## config.mk

```make
export PLATFORM = sky130hd
export DESIGN_NAME = i2c_scl_wavegen
export DESIGN_NICKNAME = d
export VERILOG_FILES = /design/src/rtl/i2c_wg_pkg.sv /design/src/rtl/i2c_wg_phase_len.sv /design/src/rtl/i2c_wg_hold.sv /design/src/rtl/i2c_scl_wavegen.sv
export SDC_FILE = /design/constraint.sdc
export NUM_CORES = 1
export LEC_CHECK = 0
export CAP_MARGIN = 20
export CELL_PAD_IN_SITES_DETAIL_PLACEMENT = 0
export CELL_PAD_IN_SITES_GLOBAL_PLACEMENT = 2
export CORE_MARGIN = 5
export CORE_UTILIZATION = 37
export CTS_CLUSTER_DIAMETER = 60
export DETAILED_ROUTE_END_ITERATION = 10
export PLACE_DENSITY = 0.79
export SETUP_SLACK_MARGIN = 0.1
export SYNTH_ARGS = -nofsm -noshare
export SYNTH_HDL_FRONTEND = slang
export SYNTH_SLANG_ARGS = --single-unit
```

## constraint.sdc

```tcl
create_clock -name clk_i -period 5.4 [get_ports clk_i]
set_input_delay 0.54 -clock clk_i [delete_from_list [all_inputs] [get_ports clk_i]]
set_output_delay 0.54 -clock clk_i [all_outputs]
set_load 0.02 [all_outputs]
```

## src/rtl/i2c_wg_pkg.sv

```systemverilog
package i2c_wg_pkg;
   localparam int CFG_W    = 32;
   localparam int LO_LSB   = 0;
   localparam int HI_LSB   = 8;
   localparam int EXP_LSB  = 16;
   localparam int HOLD_LSB = 24;
   localparam int HOLD_ADD = 3;

   typedef enum logic {PH_LOW = 1'b0, PH_HIGH = 1'b1} phase_e;
endpackage

```

## src/rtl/i2c_wg_phase_len.sv

```systemverilog
module i2c_wg_phase_len #(
   parameter int DIVW      = 8,
   parameter int EXPW      = 4,
   parameter int CKDIV_MAX = 7,
   parameter int OFFSET    = 4,
   parameter int CW        = 15
) (
   input  logic [DIVW-1:0] div_i,
   input  logic [EXPW-1:0] exp_i,
   output logic [CW-1:0]   len_o
);
   logic [EXPW-1:0] exp_eff;

   generate
      if ((2**EXPW) - 1 > CKDIV_MAX) begin : g_clamp
         assign exp_eff = (exp_i > EXPW'(CKDIV_MAX)) ? EXPW'(CKDIV_MAX) : exp_i;
      end else begin : g_pass
         assign exp_eff = exp_i;
      end
   endgenerate

   assign len_o = (CW'(div_i) << exp_eff) + CW'(OFFSET);
endmodule

```

## src/rtl/i2c_wg_hold.sv

```systemverilog
module i2c_wg_hold #(
   parameter int HOLDW = 6,
   parameter int CW    = 15
) (
   input  logic [HOLDW-1:0] hold_i,
   input  logic [CW-1:0]    lo_len_i,
   output logic [CW-1:0]    idx_o
);
   import i2c_wg_pkg::*;
   logic [CW-1:0] raw;
   logic [CW-1:0] lim;

   assign raw   = CW'(hold_i) + CW'(HOLD_ADD);
   assign lim   = lo_len_i - CW'(2);
   assign idx_o = (raw < lim) ? raw : lim;
endmodule

```

## src/rtl/i2c_scl_wavegen.sv

```systemverilog
module i2c_scl_wavegen #(
   parameter int DIVW      = 8,
   parameter int EXPW      = 4,
   parameter int HOLDW     = 6,
   parameter int OFFSET    = 4,
   parameter int CKDIV_MAX = 7
) (
   input  logic        clk_i,
   input  logic        rst_ni,
   input  logic        en_i,
   input  logic [31:0] cfg_i,
   output logic        scl_o,
   output logic        low_end_o,
   output logic        high_end_o,
   output logic        hold_stb_o
);
   import i2c_wg_pkg::*;

   localparam int MAXLEN = ((2**DIVW) - 1) * (2**CKDIV_MAX) + OFFSET;
   localparam int CW     = $clog2(MAXLEN + 1);

   generate
      if (DIVW > 8)                        begin : g_bad_divw  $error("DIVW wider than field"); end
      if (EXP_LSB + EXPW > HOLD_LSB)       begin : g_bad_expw  $error("EXPW overlaps hold");    end
      if (HOLD_LSB + HOLDW > CFG_W)        begin : g_bad_holdw $error("HOLDW exceeds word");     end
      if (OFFSET < 2)                      begin : g_bad_off   $error("OFFSET below 2");         end
      if (CKDIV_MAX > (2**EXPW) - 1)       begin : g_bad_ckmax $error("CKDIV_MAX unreachable");  end
   endgenerate

   logic          run_q;
   phase_e        ph_q;
   logic [CW-1:0] cnt_q;
   logic [31:0]   cfg_q;

   logic [CW-1:0] lo_len, hi_len, hold_idx;
   logic          last_lo, last_hi;

   i2c_wg_phase_len #(.DIVW(DIVW), .EXPW(EXPW), .CKDIV_MAX(CKDIV_MAX),
                      .OFFSET(OFFSET), .CW(CW)) i_lo_len (
      .div_i (cfg_q[LO_LSB +: DIVW]),
      .exp_i (cfg_q[EXP_LSB +: EXPW]),
      .len_o (lo_len)
   );

   i2c_wg_phase_len #(.DIVW(DIVW), .EXPW(EXPW), .CKDIV_MAX(CKDIV_MAX),
                      .OFFSET(OFFSET), .CW(CW)) i_hi_len (
      .div_i (cfg_q[HI_LSB +: DIVW]),
      .exp_i (cfg_q[EXP_LSB +: EXPW]),
      .len_o (hi_len)
   );

   i2c_wg_hold #(.HOLDW(HOLDW), .CW(CW)) i_hold (
      .hold_i   (cfg_q[HOLD_LSB +: HOLDW]),
      .lo_len_i (lo_len),
      .idx_o    (hold_idx)
   );

   assign last_lo = run_q && (ph_q == PH_LOW)  && (cnt_q == lo_len - CW'(1));
   assign last_hi = run_q && (ph_q == PH_HIGH) && (cnt_q == hi_len - CW'(1));

   always_ff @(posedge clk_i or negedge rst_ni) begin
      if (!rst_ni) begin
         run_q <= 1'b0;
         ph_q  <= PH_LOW;
         cnt_q <= '0;
         cfg_q <= '0;
      end else if (!run_q) begin
         if (en_i) begin
            run_q <= 1'b1;
            ph_q  <= PH_LOW;
            cnt_q <= '0;
            cfg_q <= cfg_i;
         end
      end else if (last_lo) begin
         ph_q  <= PH_HIGH;
         cnt_q <= '0;
         cfg_q <= cfg_i;
      end else if (last_hi) begin
         if (en_i) begin
            ph_q  <= PH_LOW;
            cnt_q <= '0;
            cfg_q <= cfg_i;
         end else begin
            run_q <= 1'b0;
         end
      end else begin
         cnt_q <= cnt_q + CW'(1);
      end
   end

   assign scl_o      = !run_q || (ph_q == PH_HIGH);
   assign low_end_o  = last_lo;
   assign high_end_o = last_hi;
   assign hold_stb_o = run_q && (ph_q == PH_LOW) && (cnt_q == hold_idx);

   AST_CNT_IN_LOW: assert property (@(posedge clk_i) disable iff (!rst_ni)
      (run_q && ph_q == PH_LOW) |-> (cnt_q < lo_len)) else $error("low count overrun");
   AST_CNT_IN_HIGH: assert property (@(posedge clk_i) disable iff (!rst_ni)
      (run_q && ph_q == PH_HIGH) |-> (cnt_q < hi_len)) else $error("high count overrun");
   AST_LOW_THEN_HIGH: assert property (@(posedge clk_i) disable iff (!rst_ni)
      low_end_o |=> (scl_o && !low_end_o)) else $error("no high after low");
   AST_HOLD_BEFORE_END: assert property (@(posedge clk_i) disable iff (!rst_ni)
      hold_stb_o |-> (!scl_o && !low_end_o)) else $error("hold strobe misplaced");
   AST_CFG_HELD: assert property (@(posedge clk_i) disable iff (!rst_ni)
      (run_q && !low_end_o && !high_end_o) |=> $stable(cfg_q)) else $error("word moved");
   AST_RESTART: assert property (@(posedge clk_i) disable iff (!rst_ni)
      (high_end_o && en_i) |=> !scl_o) else $error("no restart");
   AST_STOP_IDLE: assert property (@(posedge clk_i) disable iff (!rst_ni)
      (high_end_o && !en_i) |=> (scl_o && !hold_stb_o && !high_end_o)) else $error("no stop");
endmodule

```

==> results of run 1 <==
-- through the flow --
stage | hold WS [ps] | utilization [%] | total power, mW | instances
floorplan | 244 | - | 0.999 | 634
global placement | 488 | 42.8 | 1.21 | 852
detailed placement | 494 | 42.8 | 1.22 | 852
CTS | 468 | 44.3 | 1.56 | 863
global route | 229 | 44.9 | 1.67 | 866
finish | 189 | 44.9 | 1.56 | 866
-- area by class of cell --
cell class	count	area, µm²	share of cell area, %
Sequential cell	43	1080	17.1
Tap cell	180	225	3.58
Multi-Input combinational cell	524	3970	63.2
Clock buffer	8	156	2.49
Timing Repair Buffer	87	763	12.1
Inverter	24	90.1	1.43
-- sequential cells by signal, indices dropped and copies added, names as in the netlist --
signal and flops:
cfg_q 26, cnt_q 15, ph_q 1, run_q 1
-- cell usage after synthesis, types with 5 or more instances --
cell / number
inv_1: 24
a21oi_1: 26
xnor2_1: 43
nand2b_1: 8
nor2b_1: 7
dfrtp_1: 43
a21o_1: 7
buf_6: 5
xor2_1: 19
o22ai_1: 5
a211oi_1: 10
nor4_1: 16
nor3_1: 15
clkbuf_1: 18
ha_1: 14
mux2_4: 20
nand2_1: 45
buf_2: 12
nor3b_1: 9
mux2i_1: 21
mux2_2: 8
or3_1: 7
nand3_1: 23
nand4_1: 6
nor2_1: 42
o31ai_1: 6
o21a_1: 7
o211ai_1: 7
mux4_2: 5
o21ai_0: 26
and2_1: 7
and3_1: 20
-- worst max-delay path by stage --
stage | depth (start not counted) | from | to
floorplan | 18 | cfg_q[18] | hold_stb_o
global placement | 18 | cfg_q[19] | hold_stb_o
detailed placement | 18 | cfg_q[19] | hold_stb_o
CTS | 19 | cfg_q[19] | hold_stb_o
global route | 19 | cfg_q[19] | hold_stb_o
finish | 20 | cfg_q[19] | hold_stb_o
-- per-layer routing --
metal	track usage (%)	vias up
met4	7.27	0
met3	2.21	28
li1	-	2472
met5	0	-
met2	32.2	95
met1	27.0	2488
-- critical path, delay by kind of cell (launching register included) --
family          cells  cell delay [ps]
compound gates      4              850
xor+xnor            1              170
fa+ha+maj           2              550
buf+inv             4              810
flops               1              380
mux                 1              350
simple gates        8             1190
-- cell families (layout without fill, tap and decap cells) --
kind of cell               after synthesis  in the layout
adders and majority gates               14             14
and+or+nand+nor                        242            242
xor gates and xnor gates                62             62
DFF                                     43             43
muxes                                   55             55
buffers and inverters                   67            119
AOI/OAI and AO/OA                      151            151
-- where the power goes --
part           total (mW)  switching (mW)  internal, mW
Clock               0.325           0.128         0.197
Combinational       0.754           0.397         0.358
Sequential          0.483           0.121         0.362
Total                1.56           0.645         0.917
-- what timing repair did --
action | CTS | global route
pin swaps | 1 | 1
endpoints found under the setup margin | 2 | 2
cloned | 0 | 0
gates resized for setup | 9 | 13
setup buffers | 3 | 2
==> out/metrics.cfg, run 1 <==
[run_status]
status = finished clean

[clock_network]
clkTransAtPathRegs_ps = 60
clock-sinks = 43
postCtsHoldBufs = 0
cts_root_buffer = clkbuf_16
clock_path_buffers = 2
cts_tree = done
cts_buffers = 5
insertion_delay_ps = 290
ctsHtreeMaxLevel = 2

[logic_synthesis]
synth.top_cell.area_share_pct = 20.3
synth-adder-area-share_pct = 3.30
ys.flop_type = dfrtp_1
synth_mux_area_share_pct = 13.6
avgSynthCellArea_um2 = 8.38
synth_cells = 634
synth_compound_gate_area_share_pct = 20.5
synth-edff-count = 0
yosysSeqAreaShare_pct = 20.3
synth_cell_types = 84
syn_area_mm2 = 0.00531
synth.area.top_cells = dfrtp_1 (20%), xnor2_1 (7.1%), mux2_4 (5.7%)
synth-xor-area-share_pct = 10.2
synth_top_family_by_area = simple AND/OR/NAND/NOR gates
synth_top_cell_by_area = dfrtp_1
synthesis.nets = 683
synth_seq_cells = 43
synth_async_sr_flop_share_pct = 100
synth_warnings = 0
synthSimpleGateAreaFrac_pct = 25.8

[drt]
wl_per_cell_um = 18.7
drt-initial-drc-count = 324
top_layer_used = met4
wl_met1_um = 7620
wl_met2_um = 7610
wl_met3_um = 555
vias = 5083
drcViolationCount = 0
first_pass_iters = 5
wirelength_um = 16200
ant_nets = 0
via_per_inst = 5.87

[layout]
layout-drive-gt1-share_pct = 19.5
design_area_mm2 = 0.00628
diodes = 0
areaGrowthSynthToFinish_pct = 18.4
final_nets = 734
layout_common_cells = buf_4 (51), nand2_1 (45), xnor2_1 (43), dfrtp_1 (43), nor2_1 (38)
nFillCells = 1427
layout_commonest_cell = buf_4

[place]
dpl_cell_area_mm2 = 0.00599
globalplace.congestion = 0.921
place_hpwl_um = 12400
port_buffers = 32
preCtsSetupSlack_ps = -98.7

[floorplan]
initial_core_util_pct = 38.0
core_mm2 = 0.0140
ioPinCount = 39
row_count = 43
die_h_um = 130
die_w_um = 130
die-area_mm2 = 0.0168

[sta]
fmax_mhz = 195
fin_tns_setup_ps = 0
setup_slack_ps = 262
setup_violations = 0
finalCritPeriodShare_pct = 95.2
skew_ps = 9.25
finalCriticalPeriod_ps = 5140
final_max_slew_viol_count = 0
tightest_slew_ps = 967
relSlewSlack_pct = 33.9
hold_violations = 0
rsz0062_at_grt = true

[worst_setup_path]
timing.rr.end = cfg_q[7]
critPathLaunchType = flip-flop
required_ps = 4860
crit_fanout = 13
r2r_cells = 17
worstPathCellList = buf_4 -> nor2_1 -> mux4_2 -> nor2_2 -> ha_1 -> nor2b_2 -> nor3_1 -> a31oi_1 -> xnor2_1 -> inv_1 -> ha_1 -> o211ai_1 -> o21ai_1 -> nand4bb_1 -> nor3_4 -> clkdlybuf4s18_2 -> nor2_1 -> o41ai_2 -> nor4_2 -> clkdlybuf4s15_2
cp.arrival_ps = 4600
crit_path_max_incr_delay_ps = 420
r2r_setup_slack_ps = 840
crit_path_end_kind = output pin
crit_slowest_cell = o41ai_2
crit_type = flip-flop to output pin
r2r_start = cfg_q[19]

[hold_path]
hp-class = input port to async pin

[power]
power.density_mw_per_mm2 = 249
p_leak_nw = 2.54
peakVddDrop_uv = 114

[global_route]
antenna_found_initial = 0
grt_pass1_vias = 5065
grtUsageTotal_pct = 19.7
overflow = 0
grt_pass1_wl_um = 26400
grt_max_degree = 44

[job]
drv_cap = 0

No activity file was read; power rests on OpenSTA's default activity.
==> inputs of run 2 (changes only) <==
--- a/config.mk
+++ b/config.mk
@@ -5,6 +5,7 @@
 export SDC_FILE = /design/constraint.sdc
 export NUM_CORES = 1
 export LEC_CHECK = 0
+export ABC_CLOCK_PERIOD_IN_PS = 5400
 export CAP_MARGIN = 20
 export CELL_PAD_IN_SITES_DETAIL_PLACEMENT = 0
 export CELL_PAD_IN_SITES_GLOBAL_PLACEMENT = 2
@@ -12,6 +13,7 @@
 export CORE_UTILIZATION = 37
 export CTS_CLUSTER_DIAMETER = 60
 export DETAILED_ROUTE_END_ITERATION = 10
+export HOLD_SLACK_MARGIN = 0.05
 export PLACE_DENSITY = 0.79
 export SETUP_SLACK_MARGIN = 0.1
 export SYNTH_ARGS = -nofsm -noshare
==> results of run 2 <==
Final layout, timing and power as in run 1 (identical DEF).
